## src/rtl/tlbf_pkg.sv

```systemverilog
package tlbf_pkg;
  localparam int VPN_W = 27;
  localparam int PPN_W = 44;
  localparam int SEG_W = 9;

  typedef struct packed {
    logic             leaf;
    logic             glob;
    logic [1:0]       lvl;
    logic [VPN_W-1:0] vpn;
    logic [PPN_W-1:0] ppn;
  } ent_t;

  // Page-number bits that an entry of a given level compares.
  function automatic logic [VPN_W-1:0] vpn_mask(input logic [1:0] lvl);
    logic [VPN_W-1:0] m;
    m = '1;
    if (lvl >= 2'd1) m[SEG_W-1:0] = '0;
    if (lvl >= 2'd2) m[2*SEG_W-1:SEG_W] = '0;
    return m;
  endfunction
endpackage

```

## src/rtl/tlbf_kill.sv

```systemverilog
module tlbf_kill
  import tlbf_pkg::*;
#(
  parameter int ASID_W    = 9,
  parameter bit FLUSH_ALL = 1'b0
) (
  input  logic              va_zero,
  input  logic              asid_zero,
  input  logic              va_ok,
  input  logic [VPN_W-1:0]  inv_vpn,
  input  logic [ASID_W-1:0] inv_asid,
  input  logic              e_leaf,
  input  logic              e_glob,
  input  logic [1:0]        e_lvl,
  input  logic [VPN_W-1:0]  e_vpn,
  input  logic [ASID_W-1:0] e_asid,
  output logic              kill
);
  logic va_hit, as_hit, sel;

  always_comb begin
    va_hit = ((e_vpn ^ inv_vpn) & vpn_mask(e_lvl)) == '0;
    as_hit = (e_asid == inv_asid) && !e_glob;
    unique case ({va_zero, asid_zero})
      2'b11:   sel = 1'b1;
      2'b10:   sel = as_hit;
      2'b01:   sel = e_leaf && va_hit;
      default: sel = e_leaf && va_hit && as_hit;
    endcase
    kill = FLUSH_ALL ? 1'b1 : (va_ok && sel);
  end
endmodule

```

## src/rtl/tlbf_match.sv

```systemverilog
module tlbf_match
  import tlbf_pkg::*;
#(
  parameter int ASID_W = 9
) (
  input  logic [VPN_W-1:0]  lk_vpn,
  input  logic [ASID_W-1:0] lk_asid,
  input  logic              e_glob,
  input  logic [1:0]        e_lvl,
  input  logic [VPN_W-1:0]  e_vpn,
  input  logic [ASID_W-1:0] e_asid,
  output logic              hit
);
  always_comb
    hit = (((e_vpn ^ lk_vpn) & vpn_mask(e_lvl)) == '0) && (e_glob || (e_asid == lk_asid));
endmodule

```

## src/rtl/tlbf_rr.sv

```systemverilog
module tlbf_rr #(
  parameter int ENTRIES = 8,
  localparam int IDX_W  = $clog2(ENTRIES)
) (
  input  logic             clk,
  input  logic             rst_n,
  input  logic             adv,
  output logic [IDX_W-1:0] ptr
);
  always_ff @(posedge clk) begin
    if (!rst_n)      ptr <= '0;
    else if (adv)    ptr <= (ptr == IDX_W'(ENTRIES - 1)) ? '0 : ptr + 1'b1;
  end
endmodule

```

## src/rtl/tlb_filtered.sv

```systemverilog
module tlb_filtered
  import tlbf_pkg::*;
#(
  parameter int ENTRIES    = 8,
  parameter int ASID_W     = 9,
  parameter int ASID_MAX_W = 16,
  parameter int XLEN       = 64,
  parameter int VA_W       = 39,
  parameter bit FLUSH_ALL  = 1'b0
) (
  input  logic                  clk,
  input  logic                  rst_n,
  input  logic                  lk_valid,
  input  logic [VPN_W-1:0]      lk_vpn,
  input  logic [ASID_MAX_W-1:0] lk_asid,
  output logic                  lk_hit,
  output logic                  lk_leaf,
  output logic [1:0]            lk_lvl,
  output logic [PPN_W-1:0]      lk_ppn,
  input  logic                  rf_valid,
  output logic                  rf_ready,
  input  logic [VPN_W-1:0]      rf_vpn,
  input  logic [ASID_MAX_W-1:0] rf_asid,
  input  logic [PPN_W-1:0]      rf_ppn,
  input  logic [1:0]            rf_lvl,
  input  logic                  rf_leaf,
  input  logic                  rf_glob,
  input  logic                  inv_valid,
  output logic                  inv_ready,
  input  logic [XLEN-13:0]      inv_va_pn,
  input  logic                  inv_va_zero,
  input  logic [ASID_MAX_W-1:0] inv_asid,
  input  logic                  inv_asid_zero,
  output logic                  inv_done
);
  localparam int IDX_W = $clog2(ENTRIES);
  localparam int PN_W  = XLEN - 12;
  localparam int HI_W  = XLEN - VA_W + 1;
  localparam logic [ASID_MAX_W-1:0] ASID_KEEP =
    {{(ASID_MAX_W-ASID_W){1'b0}}, {ASID_W{1'b1}}};

  logic [ENTRIES-1:0] valid_q, eff_v, hit_v;
  ent_t               ent_q  [ENTRIES];
  logic [ASID_W-1:0]  asid_q [ENTRIES];
  logic [ENTRIES:0]   kill_v;
  logic [IDX_W-1:0]   wr_ptr;
  logic [ASID_W-1:0]  lk_as, rf_as, inv_as;
  logic [HI_W-1:0]    va_hi;
  logic [VPN_W-1:0]   inv_vpn;
  logic               va_ok, rf_take;

  assign rf_ready  = 1'b1;
  assign inv_ready = 1'b1;
  assign lk_as     = ASID_W'(lk_asid & ASID_KEEP);
  assign rf_as     = ASID_W'(rf_asid & ASID_KEEP);
  assign inv_as    = ASID_W'(inv_asid & ASID_KEEP);
  assign va_hi     = inv_va_pn[PN_W-1:VPN_W-1];
  assign inv_vpn   = inv_va_pn[VPN_W-1:0];
  assign va_ok     = inv_va_zero || (&va_hi) || !(|va_hi);

  // One filter per stored entry plus one for the incoming refill.
  for (genvar i = 0; i <= ENTRIES; i++) begin : g_kill
    if (i < ENTRIES) begin : g_ent
      tlbf_kill #(.ASID_W(ASID_W), .FLUSH_ALL(FLUSH_ALL)) u_kill (
        .va_zero(inv_va_zero), .asid_zero(inv_asid_zero), .va_ok(va_ok),
        .inv_vpn(inv_vpn), .inv_asid(inv_as),
        .e_leaf(ent_q[i].leaf), .e_glob(ent_q[i].glob), .e_lvl(ent_q[i].lvl),
        .e_vpn(ent_q[i].vpn), .e_asid(asid_q[i]), .kill(kill_v[i]));
    end else begin : g_refill
      tlbf_kill #(.ASID_W(ASID_W), .FLUSH_ALL(FLUSH_ALL)) u_kill (
        .va_zero(inv_va_zero), .asid_zero(inv_asid_zero), .va_ok(va_ok),
        .inv_vpn(inv_vpn), .inv_asid(inv_as),
        .e_leaf(rf_leaf), .e_glob(rf_glob), .e_lvl(rf_lvl),
        .e_vpn(rf_vpn), .e_asid(rf_as), .kill(kill_v[i]));
    end
  end

  for (genvar i = 0; i < ENTRIES; i++) begin : g_match
    assign eff_v[i] = valid_q[i] && !(inv_valid && kill_v[i]);
    logic raw_hit;
    tlbf_match #(.ASID_W(ASID_W)) u_match (
      .lk_vpn(lk_vpn), .lk_asid(lk_as),
      .e_glob(ent_q[i].glob), .e_lvl(ent_q[i].lvl),
      .e_vpn(ent_q[i].vpn), .e_asid(asid_q[i]), .hit(raw_hit));
    assign hit_v[i] = lk_valid && eff_v[i] && raw_hit;
  end

  // Lowest matching slot wins; superpage offset bits come from the request.
  always_comb begin
    lk_hit  = 1'b0;
    lk_leaf = 1'b0;
    lk_lvl  = '0;
    lk_ppn  = '0;
    for (int i = ENTRIES - 1; i >= 0; i--) begin
      if (hit_v[i]) begin
        lk_hit  = 1'b1;
        lk_leaf = ent_q[i].leaf;
        lk_lvl  = ent_q[i].lvl;
        lk_ppn  = (ent_q[i].ppn & {{(PPN_W-VPN_W){1'b1}}, vpn_mask(ent_q[i].lvl)})
                | {{(PPN_W-VPN_W){1'b0}}, lk_vpn & ~vpn_mask(ent_q[i].lvl)};
      end
    end
  end

  assign rf_take = rf_valid && !(inv_valid && kill_v[ENTRIES]);

  tlbf_rr #(.ENTRIES(ENTRIES)) u_rr (
    .clk(clk), .rst_n(rst_n), .adv(rf_take), .ptr(wr_ptr));

  always_ff @(posedge clk) begin
    if (!rst_n) begin
      valid_q  <= '0;
      inv_done <= 1'b0;
    end else begin
      inv_done <= inv_valid;
      for (int i = 0; i < ENTRIES; i++)
        if (inv_valid && kill_v[i]) valid_q[i] <= 1'b0;
      if (rf_take) valid_q[wr_ptr] <= 1'b1;
    end
  end

  always_ff @(posedge clk) begin
    if (rf_take) begin
      ent_q[wr_ptr]  <= '{leaf: rf_leaf, glob: rf_glob, lvl: rf_lvl, vpn: rf_vpn, ppn: rf_ppn};
      asid_q[wr_ptr] <= rf_as;
    end
  end
endmodule

```

## config.mk

```make
export PLATFORM = sky130hd
export DESIGN_NAME = tlb_filtered
export DESIGN_NICKNAME = d
export VERILOG_FILES = /design/src/rtl/tlbf_pkg.sv /design/src/rtl/tlbf_kill.sv /design/src/rtl/tlbf_match.sv /design/src/rtl/tlbf_rr.sv /design/src/rtl/tlb_filtered.sv
export SDC_FILE = /design/constraint.sdc
export NUM_CORES = 1
export LEC_CHECK = 0
export BUFFER_PORTS_ARGS = -buffer_cell sky130_fd_sc_hd__buf_2
export CORE_UTILIZATION = 55
export CTS_CLUSTER_DIAMETER = 40
export DETAILED_ROUTE_END_ITERATION = 6
export HOLD_SLACK_MARGIN = 0.12
export PLACE_DENSITY = 0.82
export SLEW_MARGIN = 20
export SYNTH_ARGS = -nofsm -noshare
export SYNTH_HDL_FRONTEND = slang
export SYNTH_SLANG_ARGS = --single-unit
```

## constraint.sdc

```tcl
create_clock -name clk -period 7.68 [get_ports clk]
set_input_delay 0.384 -clock clk [delete_from_list [all_inputs] [get_ports clk]]
set_output_delay 0.384 -clock clk [all_outputs]
set_load 0.01 [all_outputs]
```

# Word-level counts from Yosys, hierarchy flattened
# Memories as Yosys holds them, arrays and structs flattened.
# Cells that the tools add are included.
# word_totals
regBits,12
ram_bits,672
in_bits,209
out_inout_bits,51
elab_cells,338
n_memories,2
# mem_list
name,words,word_bits,rd,rd_clocked_by_memory_dff,wr,line,rtl
ent_q,8,75,8,0,1,tlb_filtered.sv:43,ent_t ent_q [ENTRIES];
asid_q,8,9,8,0,1,tlb_filtered.sv:44,logic [ASID_W-1:0] asid_q [ENTRIES];
# op_classes
add_sub_neg,1
order_cmp,20
eq_ne,21
mux,97
bitwise,67
n_reduce_logical,127
# op_table
op,n
$and 27x27->27,25
$logic_not 27->1,17
$xor 27x27->27,17
$and 44x44->44,8
$mux 44,8
$or 44x27->44,8
$mux 9,34
$not 27->27,8
$eq 9x9->1,17
$logic_and 1x1->1,79
$mux 1,35
$pmux 1 s3,9
$reduce_and 26->1,1
$reduce_or 26->1,1
$logic_not 1->1,19
$ge 2x1->1 const B,9
$ge 2x2->1 const B,9
$mux 2,8
$logic_or 1x1->1,10
$mux 8,1
$or 8x8->8,1
$eq 2x2->1 const B,2
$lt 3x4->1 const B,1
$add 3x1->3 const B,1
other kinds (5),5

# Logic depth before layout (Yosys ltp)
# Gate-level depths: netlist (run 1).
# An unclocked memory read counts as a cell.
# logic_depth
depth_word,26
depth_mapped,11
mapped_depth_nobuf,8

# Hierarchy
# Synthesis (run 1) repeated with hierarchy kept, for this count alone.
# hier_totals
hier_cells,2213
area_unflattened_um2,32517.4
# modules_own_cells
mod,n_inst,cells_per_inst,area_per_inst_um2,seq_area_each_um2
tlb_filtered,1,1324,25239.2,20359.5
tlbf_kill,9,53,427.9,0.0
tlbf_match,8,50,410.4,0.0
tlbf_rr,1,12,143.9,60.1

# Worst setup path before layout (run 1)
# Ideal clock, no wire load.
# synth_timing
path_type,input to register
start,in inv_va_pn[7]
end,mem asid_q[0][0] (enable)
setup_time_ns,0.629
arrival_ns,7.657
required_time_ns,7.051
slack_ns,-0.607
cell_stages,10
path_buffers,2
cell_sequence,buf_2 -> xor2_1 -> nor3_1 -> a41o_1 -> a41o_1 -> a41oi_1 -> o31a_1 -> nand2b_1 -> clkbuf_1 -> nor3_1
# synth_between
elab_chain_len,12
# synth_lines
element,line,rtl
start: declaration,tlb_filtered.sv:30,"input logic [XLEN-13:0] inv_va_pn,"
$xor 27x27->27 (*),tlbf_kill.sv:22,va_hit = ((e_vpn ^ inv_vpn) & vpn_mask(e_lvl)) == '0;
$and 27x27->27 (*),tlbf_kill.sv:22,
$logic_not 27->1 (*),tlbf_kill.sv:22,
$logic_and 1x1->1 (*),"tlbf_kill.sv:27, tlbf_kill.sv:28",
$logic_and 1x1->1,tlbf_kill.sv:28,default: sel = e_leaf && va_hit && as_hit;
$pmux 1 s3 (*),tlbf_kill.sv:24,"unique case ({va_zero, asid_zero})"
$logic_and 1x1->1 (*),tlbf_kill.sv:30,kill = FLUSH_ALL ? 1'b1 : (va_ok && sel);
$logic_and 1x1->1 (*),tlb_filtered.sv:105,assign rf_take = rf_valid && !(inv_valid && kill_v[ENTRIES]);
$logic_not 1->1 (*),tlb_filtered.sv:105,
$logic_and 1x1->1 (*),tlb_filtered.sv:105,
$mux 1 (*),tlb_filtered.sv:123,if (rf_take) begin
$mux 1 (implied by the code) (*),tlb_filtered.sv:125,asid_q[wr_ptr] <= rf_as;
end: declaration,tlb_filtered.sv:44,
# Every way passes the cells marked *; elsewhere a longest branch is shown, timed or not.

==> results of run 1 <==
worst max-delay path by stage:
| stage | startpoint | end | slack (ns) |
|---|---|---|---|
| 2_1_floorplan | inv_va_pn[7] | asid_q[2][0]$_DFFE_PP_ | 1.65 |
| 3_3_place_gp | inv_va_pn[26] | lk_ppn[1] | 2.42 |
| 3_5_place_dp | inv_va_pn[26] | lk_ppn[1] | 2.37 |
| 4_1_cts | ent_q[5][72]$_DFFE_PP_ | lk_lvl[0] | 1.96 |
| 5_1_grt | ent_q[5][72]$_DFFE_PP_ | lk_lvl[0] | 1.70 |
| 6_report | ent_q[5][72]$_DFFE_PP_ | lk_lvl[0] | 1.69 |
sequential cells by signal, summed over array words and instances, names as in the netlist:
register	flops
inv_done	1
ent_q	600
asid_q	72
u_rr.ptr	3
valid_q	8
critical path: cells and delay by family (launching register included):
kind            cells  cell delay (ns)
compound gates      5             2.37
buf+inv             3             1.04
flops               1             0.98
simple gates        2             0.54
kinds of logic (layout without fill, tap and decap cells):
group                    after synthesis  count (layout)  synth area share, %
multiplexers                         120             120                3.727
adder cells (fa/ha/maj)                2               2              0.07285
XOR/XNOR                             612             612                15.61
other                                  1               5              0.01092
buffers and inverters                242             577                3.293
AO/OA/AOI/OAI                        357             357                8.929
flip-flops                           684             684                59.45
AND/OR/NAND/NOR                      582             582                8.910
area by class of cell:
| class | count | area (sq um) | share of cell area, % |
|---|---|---|---|
| well taps | 837 | 1047 | 2.608 |
| clock inverters | 71 | 752.0 | 1.873 |
| flip-flops and latches | 684 | 20420 | 50.85 |
| repair buffers | 372 | 2426 | 6.042 |
| inverters | 29 | 108.9 | 0.2711 |
| diodes | 3 | 7.507 | 0.01870 |
| clock buffers | 105 | 2435 | 6.064 |
| multi-input cells | 1675 | 12960 | 32.27 |
routing by layer:
layer / vias to the layer above / track usage (%) / share of wire, %
li1: 10340 / - / -
met1: 11990 / 42.29 / 36
met2: 1892 / 53.34 / 47
met3: 399 / 7.015 / 12
met4: 2 / 18.03 / 5.1
met5: - / 0 / 0.0066
metrics by stage:
step | power [mW] | hold WS, ns
2_1_floorplan | 4.659 | 0.4359
3_3_place_gp | 4.862 | 0.4548
3_5_place_dp | 4.888 | 0.4668
4_1_cts | 9.205 | 0.1207
5_1_grt | 9.411 | 0.1393
6_report | 9.219 | 0.1454
timing repair:
action                                 CTS  global route
hold buffers                            83             0
endpoints found under the hold margin  638             0
gates resized for setup                  0             0
synthesized netlist by cell type (all sizes together), types with 29 or more instances:
| cell | count | area [sq um] |
|---|---|---|
| clkbuf | 92 | 352.8 |
| nor4 | 85 | 538.0 |
| nand4 | 70 | 437.9 |
| nand2 | 128 | 480.5 |
| mux2i | 57 | 570.6 |
| mux2 | 63 | 709.4 |
| inv | 29 | 108.9 |
| xor2 | 280 | 2452 |
| nor3 | 36 | 180.2 |
| nor2b | 47 | 294.0 |
| buf | 121 | 669.4 |
| nor2 | 84 | 320.3 |
| edfxtp | 672 | 20180 |
| nand3 | 76 | 380.4 |
| a21oi | 39 | 195.2 |
| xnor2 | 332 | 2908 |
power by group through the flow:
stage / logic (mW) / clock network (mW) / registers [mW]
after floorplan: 0.353 / 0 / 4.31
final: 0.636 / 4.35 / 4.23
after CTS: 0.620 / 4.35 / 4.23
after global placement: 0.557 / 0 / 4.30
after detailed placement: 0.578 / 0 / 4.31
after global routing: 0.666 / 4.51 / 4.24
==> results.yml, run 1 <==
timing:
  final.setup.worst_slack_ns: 1.686
  setup_viol: 0
  hold_violations: 0
  rsz0062_at_grt: "no"
  relSlewSlack_pct: 23.20
  fin_skew_ns: 0.03680
  fin_crit_sh_pct: 78.05
  fin_crit_ns: 5.994
  tns_ns: 0
  fmax_ghz: 0.1668
  maxSlewViolCount: 0
  tightestPinTransition_ns: 1.152
die:
  die_w_microns: 251.9
  die_height_microns: 251.9
  num_io_pins: 260
  core-area_sq_um: 61710
  start_util_pct: 55.66
  dieArea_sq_um: 63450
  rows: 91
logic_synthesis:
  avgSynthCellArea_sq_um: 13.21
  synth_cells: 2600
  async_flop_share_pct: 0
  yosysSeqAreaShare_pct: 59.45
  synth_cell_type_count: 73
  synth_flop_cell: "edfxtp_1"
  yosysWarnings: 0
  synth_seq_cells: 684
  syn_area_sq_um: 34350
  synth_enable_flop_cells: 672
placement:
  place.gp.congestion: 0.9662
  place_ws_ns: 2.374
  io_buffer_count: 236
  dp_hpwl_microns: 64170
  dpl_cell_area_sq_um: 36110
  place_inst: 3513
pwr:
  ir_drop_v: 0.0002094
  pwr-share-comb_pct: 6.9
  power_density_nw_per_um2: 229.6
  p_seq_share_pct: 45.9
  swShare_pct: 24.14
  leakage_nw: 13.41
  p_switching_mw: 2.226
  pwr-share-clk_pct: 47.2
  p_int_mw: 6.993
drt:
  drc: 0
  totalWireLength_microns: 105700
  viasPerCell: 6.521
  detailedRoute.firstIterationViolations: 3258
  wl_per_cell_microns: 27.98
  drtAntennaViolNets: 0
  vias: 24630
  first_pass_iters: 6
hold_path:
  min_path_type: "in2reg"
  hold_end: "asid_q[1][6]$_DFFE_PP_"
  min_delay_path_depth: 1
  worstHoldStart: "rf_asid[6]"
global_route:
  antenna_found_initial: 2
  first_global_vias: 25420
  overflow: 0
  grt_pass1_wl_microns: 156400
  grt_start_max_net_pins: 95
  groute.usage.overall_pct: 33.22
setup_path:
  cp_cell_sequence: "nor2_1 -> buf_4 -> o41ai_1 -> a41oi_1 -> o311ai_4 -> buf_4 -> nor2_1 -> a311o_1 -> a221oi_2 -> buf_2"
  r2r_cells: 7
  timing.rr.end: "valid_q[7]$_SDFF_PN0_"
  critPathCaptureType: "output port"
  crit_path_top_delay_cell: "edfxtp_1"
  crit_type: "reg2out"
  crit_path_start_kind: "flop"
  required_ns: 7.30
  critical-path-max-stage-delay_ns: 0.98
  cp_data_arrival_time_ns: 5.61
  r2r_start: "ent_q[7][72]$_DFFE_PP_"
  cp_max_fo: 29
  reg2reg_slack_ns: 4.53
final_layout:
  final_cell_count_no_fill: 3776
  drive_above_1_share_pct: 19.31
  layout_commonest_cell: "edfxtp_1"
  synthToLayoutAreaGrowth_pct: 16.91
  layout_common_cells: "edfxtp_1 (672), xnor2_1 (332), xor2_1 (280)"
  n_fill_cell: 4274
  design_area_sq_um: 40150
  final_util_pct: 65.07
  finalNetCount: 3068
cts:
  clock-sinks: 684
  insertion_delay_ns: 0.66
  path_clk_slew_ns: 0.06
  post_cts_buffers: 0
  cts_root_buf: "clkbuf_16"
  htreeDepth: 3
  cts_tree: "done"
  cts_made_buffers: 95
  cts_buffer_depth: 3
run_status:
  outcome: "complete, no violations"
job:
  maxCapViolCount: 0
Note: power is estimated with default switching activity, not from simulation.
==> inputs of run 2 (changes only) <==
clock period = 5 ns   (was 7.68 ns; I/O delays follow)
==> run 2 against run 1 <==
The run now ends with DRC left. Design area up 1.4%. Worst setup slack got worse by 1.5 ns. Sequential power rose by 54%. Total power grew 61%. Core utilization rose by 0.88 points.
==> results.yml, run 2 (synthesized netlist as in run 1, its figures left out) <==
setup_path:
  critPathTopFamily: "compound AO/OA/AOI/OAI gates"
  path_depth: 10
  cp_data_arrival_time_ns: 4.55
  critical-path-max-stage-delay_ns: 0.63
  critPathCaptureType: "output port"
  cp_max_fo: 16
  crit_path_top_delay_cell: "o211a_2"
  crit_path_start_kind: "flop"
  cp_cell_sequence: "or2_2 -> o211ai_1 -> nor3_1 -> a31oi_1 -> o211a_2 -> buf_4 -> nand2_1 -> a311oi_1 -> o311a_1 -> buf_2"
  path_buf_inv: 2
  crit_type: "reg2out"
  r2r_cells: 8
  required_ns: 4.75
timing:
  fin_crit_sh_pct: 96.02
  rsz0062_at_grt: "no"
  setup_viol: 0
  fmax_ghz: 0.2083
  tightestPinTransition_ns: 1.063
  fin_crit_ns: 4.801
  maxSlewViolCount: 0
  relSlewSlack_pct: 27.31
  fin_skew_ns: 0.04513
  hold_violations: 0
drt:
  first_pass_iters: 7
  detailedRoute.firstIterationViolations: 3196
  drc: 13
  totalWireLength_microns: 106100
  drtAntennaViolNets: 0
  wl_per_cell_microns: 27.91
  viasPerCell: 6.553
  vias: 24910
pwr:
  power_density_nw_per_um2: 363.7
  finalPower_mw: 14.80
  leakage_nw: 13.66
  ir_drop_v: 0.0003302
die:
  start_util_pct: 55.66
  die_w_microns: 251.9
  die_height_microns: 251.9
  num_io_pins: 260
  dieArea_sq_um: 63450
  rows: 91
  core-area_sq_um: 61710
final_layout:
  layout_common_cells: "edfxtp_1 (672), xnor2_1 (332), xor2_1 (280)"
  reg.largest.list: "ent_q x600, asid_q x72, valid_q x8"
  finalNetCount: 3088
  n_fill_cell: 4255
  largest_register: "ent_q"
  drive_above_1_share_pct: 19.76
  largest_reg_flops: 600
  synthToLayoutAreaGrowth_pct: 18.49
  final_cell_count_no_fill: 3801
  layout_commonest_cell: "edfxtp_1"
global_route:
  grt_pass1_wl_microns: 156000
  overflow: 0
  groute.usage.overall_pct: 33.20
  antenna_found_initial: 4
  first_global_vias: 24980
  grt_start_max_net_pins: 96
placement:
  place.gp.congestion: 0.9352
  io_buffer_count: 236
  place_inst: 3527
  dp_hpwl_microns: 63350
hold_path:
  min_delay_path_depth: 4
  min_path_type: "in2reg"
cts:
  cts-resized-gates: 0
  htreeDepth: 3
  post_cts_buffers: 0
  insertion_delay_ns: 0.67
  cts_buffer_depth: 3
  path_clk_slew_ns: 0.06
  cts_made_buffers: 99
  cts_root_buf: "clkbuf_16"
  clock-sinks: 684
  cts_tree: "done"
run_status:
  violations: "DRC"
  outcome: "finished with violations"
job:
  maxCapViolCount: 0
==> run 2: cell types whose count changed in the layout (fill, tap and decap cells not counted), sizes merged <==
cell	delta
clkinvlp	+2
buf	+13
dlygate4sd3	+3
inv	-6
clkbuf	+2
clkinv	+2
bufinv	+9
==> run 2: area by class of cell <==
type / count / area, sq um / area share [%]
multi-input cells: 1675 / 12960 / 31.84
repair buffers: 388 / 2625 / 6.450
diodes: 3 / 7.507 / 0.01845
clock buffers: 107 / 2507 / 6.161
well taps: 837 / 1047 / 2.573
clock inverters: 78 / 1025 / 2.518
flip-flops and latches: 684 / 20420 / 50.17
inverters: 29 / 108.9 / 0.2675
==> run 2: repair_timing <==
action,in CTS,in global routing
endpoints found under the hold margin,684,0
endpoints found under the setup margin,0,0
hold buffers,86,0
==> run 2: tightest hold or removal path: stages <==
cell     delay, ns
buf_2         0.14
o31a_1        0.19
mux2i_1       0.15
nor2b_1       0.09
==> run 2: per-layer routing <==
layer | wire length [microns] | vias to the layer above | track usage, %
met1 | 37660 | 12200 | 42.38
li1 | - | 10370 | -
met4 | 5436 | 6 | 17.14
met5 | 39 | - | 0
met2 | 49840 | 1936 | 53.25
met3 | 13100 | 397 | 7.469
==> run 2: final timing paths <==
check                                  end              startpoint  slack, ns
setup / recovery                 lk_ppn[5]  ent_q[6][71]$_DFFE_PP_       0.20
setup reg to reg     valid_q[3]$_SDFF_PN0_  ent_q[3][72]$_DFFE_PP_       2.14
hold / removal    u_rr.ptr[1]$_SDFFE_PN0P_                rf_valid       0.20
hold reg to reg      valid_q[2]$_SDFF_PN0_   valid_q[2]$_SDFF_PN0_       0.48
==> run 2: power breakdown <==
group	internal (mW)	total [mW]	switching, mW
sequential	6.44	6.50	0.0641
clock	4.53	7.32	2.79
combinational	0.348	0.978	0.630
total	11.3	14.8	3.48
==> run 2: stage by stage <==
stage          setup slack [ns]  setup TNS (ns)  hold slack (ns)  util, %  cell area (sq um)
4_1_cts                  0.3566               0           0.1562    65.94              40690
3_3_place_gp              1.063               0           0.4577    58.82              36300
5_1_grt                 0.06845               0           0.2013    65.94              40690
3_5_place_dp             0.9704               0           0.4630    58.82              36300
2_1_floorplan           -0.8896         -422.37           0.3489        -              34370
6_report                 0.1988               0           0.1982    65.95              40700
